## src/rtl/simd_pack_pkg.sv

```systemverilog
package simd_pack_pkg;

    typedef enum logic [1:0] {
        PK_U8  = 2'b00,
        PK_S8  = 2'b01,
        PK_U16 = 2'b10,
        PK_S16 = 2'b11
    } pack_mode_e;

    // bit 0 of the mode selects signed clamping, bit 1 selects 32-bit sources
    function automatic logic mode_is_signed(input logic [1:0] m);
        return m[0];
    endfunction

    function automatic logic mode_is_wide_src(input logic [1:0] m);
        return m[1];
    endfunction

endpackage

```

## src/rtl/sat_narrow.sv

```systemverilog
module sat_narrow #(
    parameter int SRC_W = 16
) (
    input  logic signed [SRC_W-1:0]   src_i,
    input  logic                      signed_i,
    output logic        [SRC_W/2-1:0] dst_o
);
    localparam int DST_W = SRC_W / 2;

    localparam logic signed [SRC_W-1:0] S_MAX = {{(SRC_W-DST_W+1){1'b0}}, {(DST_W-1){1'b1}}};
    localparam logic signed [SRC_W-1:0] S_MIN = {{(SRC_W-DST_W+1){1'b1}}, {(DST_W-1){1'b0}}};
    localparam logic signed [SRC_W-1:0] U_MAX = {{(SRC_W-DST_W){1'b0}}, {DST_W{1'b1}}};
    localparam logic signed [SRC_W-1:0] U_MIN = '0;

    logic signed [SRC_W-1:0] hi_lim;
    logic signed [SRC_W-1:0] lo_lim;

    always_comb begin
        hi_lim = signed_i ? S_MAX : U_MAX;
        lo_lim = signed_i ? S_MIN : U_MIN;
        if (src_i > hi_lim) begin
            dst_o = hi_lim[DST_W-1:0];
        end else if (src_i < lo_lim) begin
            dst_o = lo_lim[DST_W-1:0];
        end else begin
            dst_o = src_i[DST_W-1:0];
        end
    end

endmodule

```

## src/rtl/pack_half.sv

```systemverilog
module pack_half
    import simd_pack_pkg::*;
#(
    parameter int HALF_W = 128
) (
    input  logic [HALF_W-1:0] a_i,
    input  logic [HALF_W-1:0] b_i,
    input  logic [1:0]        mode_i,
    output logic [HALF_W-1:0] res_o
);
    localparam int N_BYTE = HALF_W / 16;
    localparam int N_HALF = HALF_W / 32;
    localparam int SPLIT  = HALF_W / 2;

    logic [HALF_W-1:0] res_byte;
    logic [HALF_W-1:0] res_hw;
    logic              sgn;

    assign sgn = mode_is_signed(mode_i);

    for (genvar i = 0; i < N_BYTE; i++) begin : g_byte
        sat_narrow #(.SRC_W(16)) i_sat_a (
            .src_i    (a_i[i*16 +: 16]),
            .signed_i (sgn),
            .dst_o    (res_byte[i*8 +: 8])
        );
        sat_narrow #(.SRC_W(16)) i_sat_b (
            .src_i    (b_i[i*16 +: 16]),
            .signed_i (sgn),
            .dst_o    (res_byte[SPLIT + i*8 +: 8])
        );
    end

    for (genvar i = 0; i < N_HALF; i++) begin : g_hw
        sat_narrow #(.SRC_W(32)) i_sat_a (
            .src_i    (a_i[i*32 +: 32]),
            .signed_i (sgn),
            .dst_o    (res_hw[i*16 +: 16])
        );
        sat_narrow #(.SRC_W(32)) i_sat_b (
            .src_i    (b_i[i*32 +: 32]),
            .signed_i (sgn),
            .dst_o    (res_hw[SPLIT + i*16 +: 16])
        );
    end

    assign res_o = mode_is_wide_src(mode_i) ? res_hw : res_byte;

endmodule

```

## src/rtl/simd_sat_pack.sv

```systemverilog
module simd_sat_pack #(
    parameter int HALF_W = 128,
    parameter int HALVES = 2
) (
    input  logic                     clk,
    input  logic                     rst,
    input  logic                     in_valid,
    input  logic [HALF_W*HALVES-1:0] op_a,
    input  logic [HALF_W*HALVES-1:0] op_b,
    input  logic [1:0]               mode,
    input  logic                     wide,
    output logic                     out_valid,
    output logic [HALF_W*HALVES-1:0] out_res
);
    localparam int OP_W = HALF_W * HALVES;

    typedef struct packed {
        logic            vld;
        logic [OP_W-1:0] res;
    } pack_state_t;

    pack_state_t st_d, st_q;
    logic [OP_W-1:0] packed_w;

    for (genvar h = 0; h < HALVES; h++) begin : g_half
        logic [HALF_W-1:0] half_res;

        pack_half #(.HALF_W(HALF_W)) i_half (
            .a_i    (op_a[h*HALF_W +: HALF_W]),
            .b_i    (op_b[h*HALF_W +: HALF_W]),
            .mode_i (mode),
            .res_o  (half_res)
        );

        if (h == 0) begin : g_base
            assign packed_w[HALF_W-1:0] = half_res;
        end else begin : g_ext
            assign packed_w[h*HALF_W +: HALF_W] = wide ? half_res : '0;
        end
    end

    always_comb begin
        st_d     = st_q;
        st_d.vld = in_valid;
        if (in_valid) begin
            st_d.res = packed_w;
        end
    end

    always_ff @(posedge clk) begin
        if (rst) begin
            st_q <= '0;
        end else begin
            st_q <= st_d;
        end
    end

    assign out_valid = st_q.vld;
    assign out_res   = st_q.res;

endmodule

```

## config.mk

```make
export PLATFORM = sky130hd
export DESIGN_NAME = simd_sat_pack
export DESIGN_NICKNAME = d
export VERILOG_FILES = /design/src/rtl/simd_pack_pkg.sv /design/src/rtl/sat_narrow.sv /design/src/rtl/pack_half.sv /design/src/rtl/simd_sat_pack.sv
export SDC_FILE = /design/constraint.sdc
export NUM_CORES = 1
export LEC_CHECK = 0
export BUFFER_PORTS_ARGS = -buffer_cell sky130_fd_sc_hd__buf_2
export CELL_PAD_IN_SITES_DETAIL_PLACEMENT = 0
export CELL_PAD_IN_SITES_GLOBAL_PLACEMENT = 1
export CORE_AREA = 2 2 305 307
export CTS_BUF_LIST = sky130_fd_sc_hd__clkbuf_16
export DETAILED_ROUTE_END_ITERATION = 12
export DIE_AREA = 0 0 307 309
export PLACE_DENSITY_LB_ADDON = 0.05
export SYNTH_ARGS = -nofsm -noshare
export SYNTH_HDL_FRONTEND = slang
export SYNTH_HIERARCHICAL = 1
export SYNTH_SLANG_ARGS = --single-unit
```

## constraint.sdc

```tcl
create_clock -name clk -period 6.24 [get_ports clk]
set_input_delay 0.624 -clock clk [delete_from_list [all_inputs] [get_ports clk]]
set_output_delay 0.624 -clock clk [all_outputs]
set_load 0.01 [all_outputs]
```

* Yosys cells after proc, flatten, opt, wreduce, memory -nomap -nowiden
Cells that the tools add are included.
** Cells by class
- $lt $le $gt $ge :: 96
- Mux-type cells :: 103
** Operator list (number)
- two-way mux 16 bit :: 34
- two-way mux 8 bit :: 65
- greater-than comparator 16 bit :: 32
- greater-than comparator 32 bit :: 16
- < comparator 16 bit :: 32
- < comparator 32 bit :: 16
- two-way mux 128 bit :: 3
- two-way mux 32 bit :: 1
** Storage, ports and cells
- Output and inout bits :: 257
- Input port bits :: 518
- Register bits :: 257
- Word-level logic and storage cells :: 201

* Depth between registers and ports, before layout
Gate-level depths: netlist of run 1.
- Depth in word-level cells :: 6
- Mapped depth :: 12
- Depth with buffers taken out :: 11

* Hierarchy
Netlist of run 1, hierarchy kept.
** By module, submodules not included
- sat_narrow (g_half[0].i_half.g_byte[0].i_sat_a ...) :: cells each 42, sequential area each 0.0 um^2, area each 369.1 um^2, times used 32
- sat_narrow (g_half[0].i_half.g_hw[0].i_sat_a ...) :: cells each 77, sequential area each 0.0 um^2, area each 688.2 um^2, times used 16
- simd_sat_pack :: cells each 984, sequential area each 5144.9 um^2, area each 9613.0 um^2, times used 1
- pack_half :: cells each 142, sequential area each 0.0 um^2, area each 1619.1 um^2, times used 2

* Worst setup path before layout of run 1
No wires, ideal clock.
- Kind :: input to register
- Start point :: in mode[0]
- End point :: reg st_q (netlist bit out_res[101])
- Path buffers :: 1
- Cell stages on the path :: 12
- Slack :: 3.217 ns
- Required time :: 6.112 ns
- Setup time :: 0.128 ns
- Arrival :: 2.896 ns
- Cell sequence :: inv_1 ha_1 nor2b_1 o2111a_1 o311ai_4 nand2_2 o21a_4 buf_6 a21o_1 mux2_2 mux2i_1 nor2_1
** Between the ends
- Word-level cells in the longest chain between the ends :: 5
- Elaborated cells between the ends (all ways) :: 13
- Classes of those cells :: order compare: 4; mux: 9
** Ends and longest elaborated chain
- start: declaration :: RTL line simd_sat_pack.sv:10 : input logic [1:0] mode,
- two-way mux 32 bit :: RTL line sat_narrow.sv:20 : lo_lim = signed_i ? S_MIN : U_MIN;
- < comparator 32 bit :: RTL line sat_narrow.sv:23 : end else if (src_i < lo_lim) begin
- two-way mux 16 bit :: RTL line sat_narrow.sv:23
- two-way mux 16 bit * :: RTL line sat_narrow.sv:21 : if (src_i > hi_lim) begin
- net g_half[0].i_half.res_hw[101] :: RTL line pack_half.sv:16 : logic [HALF_W-1:0] res_hw;
- two-way mux 128 bit * :: RTL line pack_half.sv:47 : assign res_o = mode_is_wide_src(mode_i) ? res_hw : res_byte;
- net g_half[0].half_res[101] :: RTL line simd_sat_pack.sv:26 : logic [HALF_W-1:0] half_res;
- end signal: assignment :: RTL line simd_sat_pack.sv:54 : st_q <= st_d;
- end: declaration :: RTL line simd_sat_pack.sv:22 : pack_state_t st_d, st_q;
The timed path passes the listed nets; every way through them passes the cells marked *.
A chain may end at the register's enable or synchronous reset.

* Worst setup path in the final report of run 1
- Start point :: in mode[0]
- End point :: reg st_q (netlist bit out_res[175])
** Between the ends
- Word-level cells in the longest chain between the ends :: 6
- Elaborated cells between the ends (all ways) :: 14
- Classes of those cells :: order compare: 4; mux: 10
** Ends and longest elaborated chain
- two-way mux 32 bit :: RTL line sat_narrow.sv:20
- < comparator 32 bit :: RTL line sat_narrow.sv:23
- two-way mux 16 bit :: RTL line sat_narrow.sv:23
- two-way mux 16 bit * :: RTL line sat_narrow.sv:21
- net g_half[1].i_half.res_hw[47] :: RTL line pack_half.sv:16
- two-way mux 128 bit * :: RTL line pack_half.sv:47
- net g_half[1].half_res[47] :: RTL line simd_sat_pack.sv:26
- two-way mux 128 bit * :: RTL line simd_sat_pack.sv:38 : assign packed_w[h*HALF_W +: HALF_W] = wide ? half_res : '0;
Marked as above.

==> results of run 1 <==
==> where the power goes <==
| part | internal, W | switching [W] | total [W] |
|---|---|---|---|
| combinational | 0.00113 | 0.00151 | 0.00264 |
| sequential | 0.00177 | 0.0000695 | 0.00183 |
| clock | 0.00136 | 0.000962 | 0.00232 |
==> state kept, by name, indices dropped and copies added, names as in the netlist <==
signal and flops:
out_valid 1, out_res 256
==> how the worst max path moves through the flow <==
stage	slack, ns	cells past startpoint	endpoint
after floorplan	3.22	12	out_res[101]
after global placement	2.10	13	out_res[175]
after detailed placement	2.06	13	out_res[175]
after CTS	2.70	13	out_res[175]
after global routing	2.39	13	out_res[175]
final	2.63	13	out_res[175]
==> per-stage QoR <==
| stage | instance area (sq um) | setup slack (ns) | power [W] | utilization [%] |
|---|---|---|---|---|
| global route | 41300 | 2.39 | 0.00724 | 45.2 |
| CTS | 41200 | 2.70 | 0.00688 | 45.1 |
| global placement | 39900 | 2.10 | 0.00449 | 43.7 |
| finish | 41300 | 2.63 | 0.00680 | 45.2 |
| detailed placement | 39900 | 2.06 | 0.00450 | 43.7 |
| floorplan | 35700 | 3.22 | 0.00360 | - |
==> worst register-to-register path: cells and delay by family (launching register included) <==
| family | cells | cell delay [ns] |
|---|---|---|
| flip-flops | 1 | 0.52 |
| multiplexers | 1 | 0.12 |
| AND/OR/NAND/NOR | 1 | 0.10 |
==> routing by layer <==
metal  GRT usage (%)  vias to the layer above
met3            5.62                      164
met2            43.4                      711
met1            32.2                    15392
met5               0                        -
li1                -                    16302
met4            7.83                       24
==> synthesized netlist by cell type, types with 32 or more instances <==
cell,count
a211o_2,32
a211oi_1,48
a211oi_2,32
a21o_1,480
a21oi_1,224
a31oi_4,32
buf_2,34
buf_6,51
dfxtp_1,257
ha_1,608
inv_1,160
mux2_2,256
mux2i_1,128
nand2_1,80
nand2b_1,128
nand3_1,144
nand3_2,32
nand3b_1,48
nand4_1,176
nand4b_1,48
nor2_1,176
nor2b_1,65
nor3_1,64
nor3b_1,32
nor3b_2,32
nor4_2,64
o21ai_0,80
o21ai_1,32
o32a_1,32
or2_2,32
==> kinds of logic (layout without fill, tap and decap cells) <==
| family | Yosys count | after routing | share of synthesized area, % |
|---|---|---|---|
| fa+ha+maj | 608 | 608 | 21.3 |
| buf+inv | 306 | 1024 | 5.42 |
| other cells | 0 | 45 | 0 |
| flops | 257 | 257 | 14.4 |
| mux | 384 | 384 | 11.7 |
| compound gates | 1120 | 1120 | 25.6 |
| simple gates | 1169 | 1169 | 21.5 |
==> layout make-up <==
class | count | area, sq um
Clock inverter | 33 | 270
Tap cell | 1186 | 1480
Antenna cell | 45 | 113
Sequential cell | 257 | 5140
Multi-Input combinational cell | 3281 | 28600
Clock buffer | 41 | 1030
Timing Repair Buffer | 790 | 4090
Inverter | 160 | 601
Fill cell | 9307 | 50100
==> results.cfg, run 1 <==
[critical_path]
worstSetupStartpointType = primary input
cp_data_required_time_ns = 6.79
cp_top_family = compound AO/OA/AOI/OAI gates
crit_path_cell_trace = buf_8, buf_12, inv_1, ha_1, nor2b_1, o2111a_1, o311ai_4, nand2_2, o21a_4, o311ai_1, mux2_2, nand3_1, a21oi_1
rr_startpoint = out_res[6]
critPathKind = primary input to flop
critPathLaunch = mode[0]
crit_buf_inv = 3
critical_path_arrival_ns = 4.16
crit_fanout = 80
cpPeakStageDelay_ns = 0.46
r2r_end = out_res[6]
slowest_stage = buf_8
r2r_slack_ns = 5.43
r2r_cells = 2
crit_path_end_kind = flop

[cells_and_area]
layout_commonest_cell = buf_2
finalNonFillerCells = 5793
fin_nets = 5656
final_cell_mix = 769 x buf_2, 608 x ha_1, 480 x a21o_1
drive_above_1_share_pct = 31.9
syn_to_final_growth_pct = 15.8

[global_routing]
grt_max_degree = 186
grtUsageTotal_pct = 25.6
grt_overflow = 0
antenna_found_initial = 68
grt_pass1_wl_mm = 192
grt_pass1_vias = 31771

[sta]
relSlewSlack_pct = 35.6
fin_crit_sh_pct = 57.9
setup_viol = 0
final.setup.tns_ns = 0
max_freq_mhz = 277
tightest_slew_ns = 0.965
rsz0062_at_grt = false
slew_violations = 0
hold_violations = 0
final.setup_skew_ns = 0
period_needed_ns = 3.61
hold_ws_ns = 0.465

[clock_network]
numCtsBuffers = 40
clk_latency_ns = 0.62
ctsRootBufferMaster = clkbuf_16
cts.reportedPaths.clkPinSlew_ns = 0.06
clock_path_buffers = 3
post_cts_buffers = 0
clock_sinks = 257
cts_tree = built
htree_levels = 2
cts_hold_buf = 0
post_cts_resized = 0

[placement]
post-dp-hpwl_mm = 98.0
gp_congestion = 0.849
port_buffers = 774
dpl.cell_count = 5674

[synth]
synth-edff-count = 0
ys_seq_elements = 257
yosys_warnings = 6
synth_top_area_cell = ha_1
ys.flop_type = dfxtp_1
postSynth.asyncResetShare_pct = 0
synth_nets = 4970
ys_seq_area_share_pct = 14.4
synth_top_area_share_pct = 21.3
synth_cells = 3844
mappedNetlistArea_sq_um = 35700
synth_cell_type_count = 47
synthTopCellsByArea = ha_1 21%, dfxtp_1 14%, a21o_1 10%
avgSynthCellArea_sq_um = 9.28

[route]
via_count = 32593
wl_met2_mm = 60.7
initialDrtViolationCount = 1650
wl_per_cell_microns = 21.9
via_per_inst = 5.63
antenna_left = 0
routed_wl_mm = 127
dr.pass1.iters = 5
detail_route.drc_violations = 0
highest_layer = met5
met3_wirelength_mm = 7.83
met1_length_mm = 55.5

[die]
io_pins = 775
die_w_microns = 307
die_y_microns = 309
start_util_pct = 39.0
rows = 111
die_area_sq_um = 94900
core_area_sq_um = 91400

[min_path]
min_path_type = flop to flop
min_path_cells = 2
worstHoldEndpoint = out_res[226]
worstHoldStart = out_res[226]

[status]
outcome = finished clean

[power_and_ir_drop]
powerDensity_nw_per_um2 = 164
peakVddDrop_mv = 0.170
p_leak_nw = 18.9

[job]
maxCapViolations = 0
(Power assumes the default switching activity.)
==> run 2: changes to the inputs <==
--- a/config.mk
+++ b/config.mk
@@ -8,10 +8,10 @@
 export BUFFER_PORTS_ARGS = -buffer_cell sky130_fd_sc_hd__buf_2
 export CELL_PAD_IN_SITES_DETAIL_PLACEMENT = 0
 export CELL_PAD_IN_SITES_GLOBAL_PLACEMENT = 1
-export CORE_AREA = 2 2 305 307
+export CORE_MARGIN = 2
+export CORE_UTILIZATION = 39
 export CTS_BUF_LIST = sky130_fd_sc_hd__clkbuf_16
 export DETAILED_ROUTE_END_ITERATION = 12
-export DIE_AREA = 0 0 307 309
 export PLACE_DENSITY_LB_ADDON = 0.05
 export SYNTH_ARGS = -nofsm -noshare
 export SYNTH_HDL_FRONTEND = slang
==> constraint.sdc (replaced) <==
create_clock -name clk -period 2.96 [get_ports clk]
set_input_delay 0.296 -clock clk [delete_from_list [all_inputs] [get_ports clk]]
set_output_delay 0.296 -clock clk [all_outputs]
set_load 0.01 [all_outputs]
==> run 2 against run 1 <==
Against the previous run: wire length grew 0.36%; flip-flop and latch count stayed put; cell area up 3.5%; sequential share of layout area decreased by 0.42 points; critical path depth unchanged; worst hold slack got worse by 0.36 ns; via count grew 2.1%; clock skew is the same; setup slack got worse by 2.2 ns; clock-buffer cell count is 2 lower; largest cell class unchanged.
==> results.cfg, run 2 (synthesized netlist as in run 1, its figures left out) <==
[clock_network]
cts_tree = built
clk_latency_ns = 0.59
clock_sinks = 257
ctsRootBufferMaster = clkbuf_16
numCtsBuffers = 39
htree_levels = 2
post_cts_buffers = 0
clock_path_buffers = 3
post_cts_resized = 0
cts_hold_buf = 0
cts.reportedPaths.clkPinSlew_ns = 0.06

[die]
io_pins = 775
die_area_sq_um = 93900
rows = 110
die_w_microns = 306
core_area_sq_um = 90300
start_util_pct = 39.5
die_y_microns = 306

[route]
via_per_inst = 5.62
routed_wl_mm = 128
via_count = 33291
wl_per_cell_microns = 21.6
dr.pass1.iters = 5
antenna_left = 0
detail_route.drc_violations = 0
initialDrtViolationCount = 1770

[global_routing]
grtUsageTotal_pct = 26.1
grt_pass1_vias = 32535
antenna_found_initial = 62
grt_pass1_wl_mm = 195
grt_max_degree = 115
grt_overflow = 0

[power_and_ir_drop]
powerDensity_nw_per_um2 = 342
p_leak_nw = 19.7
peakVddDrop_mv = 0.367

[placement]
post-dp-hpwl_mm = 101
post-place-ws_ns = -0.212
port_buffers = 774
gp_congestion = 0.871

[cells_and_area]
fin_nets = 5796
final_cell_mix = 769 x buf_2, 608 x ha_1, 480 x a21o_1
largest_reg_flops = 256
syn_to_final_growth_pct = 19.9
fillers = 9003
drive_above_1_share_pct = 34.0
layout_commonest_cell = buf_2

[job]
maxCapViolations = 0

[sta]
rsz0062_at_grt = false
max_freq_mhz = 389
final.setup_skew_ns = 0
final.setup.tns_ns = 0
setup_viol = 0
hold_ws_ns = 0.103
relSlewSlack_pct = 49.2
tightest_slew_ns = 0.762
period_needed_ns = 2.57
timing.final.ws_setup_ns = 0.388
fin_crit_sh_pct = 86.9
slew_violations = 0
hold_violations = 0

[critical_path]
critical_path_arrival_ns = 3.03
cp_data_required_time_ns = 3.42
critPathKind = primary input to flop
worstSetupStartpointType = primary input
crit_path_end_kind = flop
crit_fanout = 11

[min_path]
min_path_type = primary input to flop

[status]
outcome = finished clean
run 2: cell count changes in the layout (fill, tap and decap cells not counted):
cell / delta
buf_4: +109
buf_12: +32
inv_1: -4
diode_2: -3
bufinv_16: +2
clkbuf_16: -2
clkinv_1: +2
clkinv_2: +1
clkinv_4: -1
clkinvlp_4: -1
inv_6: +1
run 2: where the power goes:
part / internal [W] / switching [W]
combinational: 0.00259 / 0.00322
sequential: 0.00372 / 0.000150
clock: 0.00293 / 0.00202
run 2: metal layers:
layer / routed length, microns / part of all wire (%) / global-route usage (%)
met1: 55500 / 43 / 32.7
met2: 60800 / 48 / 44.8
met3: 8040 / 6.3 / 6.27
met4: 3010 / 2.4 / 6.69
met5: 264 / 0.21 / 0
run 2: layout make-up:
cell class	instances	area, sq um	share of cell area [%]
multi-input combinational	3281	28600	66.9
sequential	257	5140	12.0
timing repair buffer	931	5550	13.0
inverter	160	601	1.40
antenna	42	105	0.246
tap	1176	1470	3.44
clock inverter	33	320	0.749
clock buffer	39	976	2.28
run 2: critical path, cell delays in order:
cell and delay (ns):
buf_8 0.14, buf_12 0.16, buf_4 0.18, ha_1 0.29, nand4b_1 0.19, o41ai_1 0.48, buf_4 0.21, a41oi_4 0.25
buf_12 0.23, a21o_1 0.15, mux2_2 0.27, nand3_1 0.09, a21oi_1 0.07
run 2: path summary, 6_finish.rpt:
check,start,endpoint,slack (ns),depth (start not counted)
setup / recovery,mode[0],out_res[177],0.39,13
hold / removal,in_valid,out_res[147],0.10,3
setup reg to reg,out_res[199],out_res[199],2.23,2
hold reg to reg,out_res[244],out_res[244],0.46,2
run 2: stage by stage:
step	util (%)	area, sq um	power (W)	cells
after global routing	47.3	42700	0.0156	5899
after floorplan	-	35700	0.00760	3844
after CTS	47.2	42700	0.0148	5877
final	47.4	42800	0.0146	5919
after global placement	45.8	41400	0.00972	5805
after detailed placement	45.8	41400	0.00975	5805
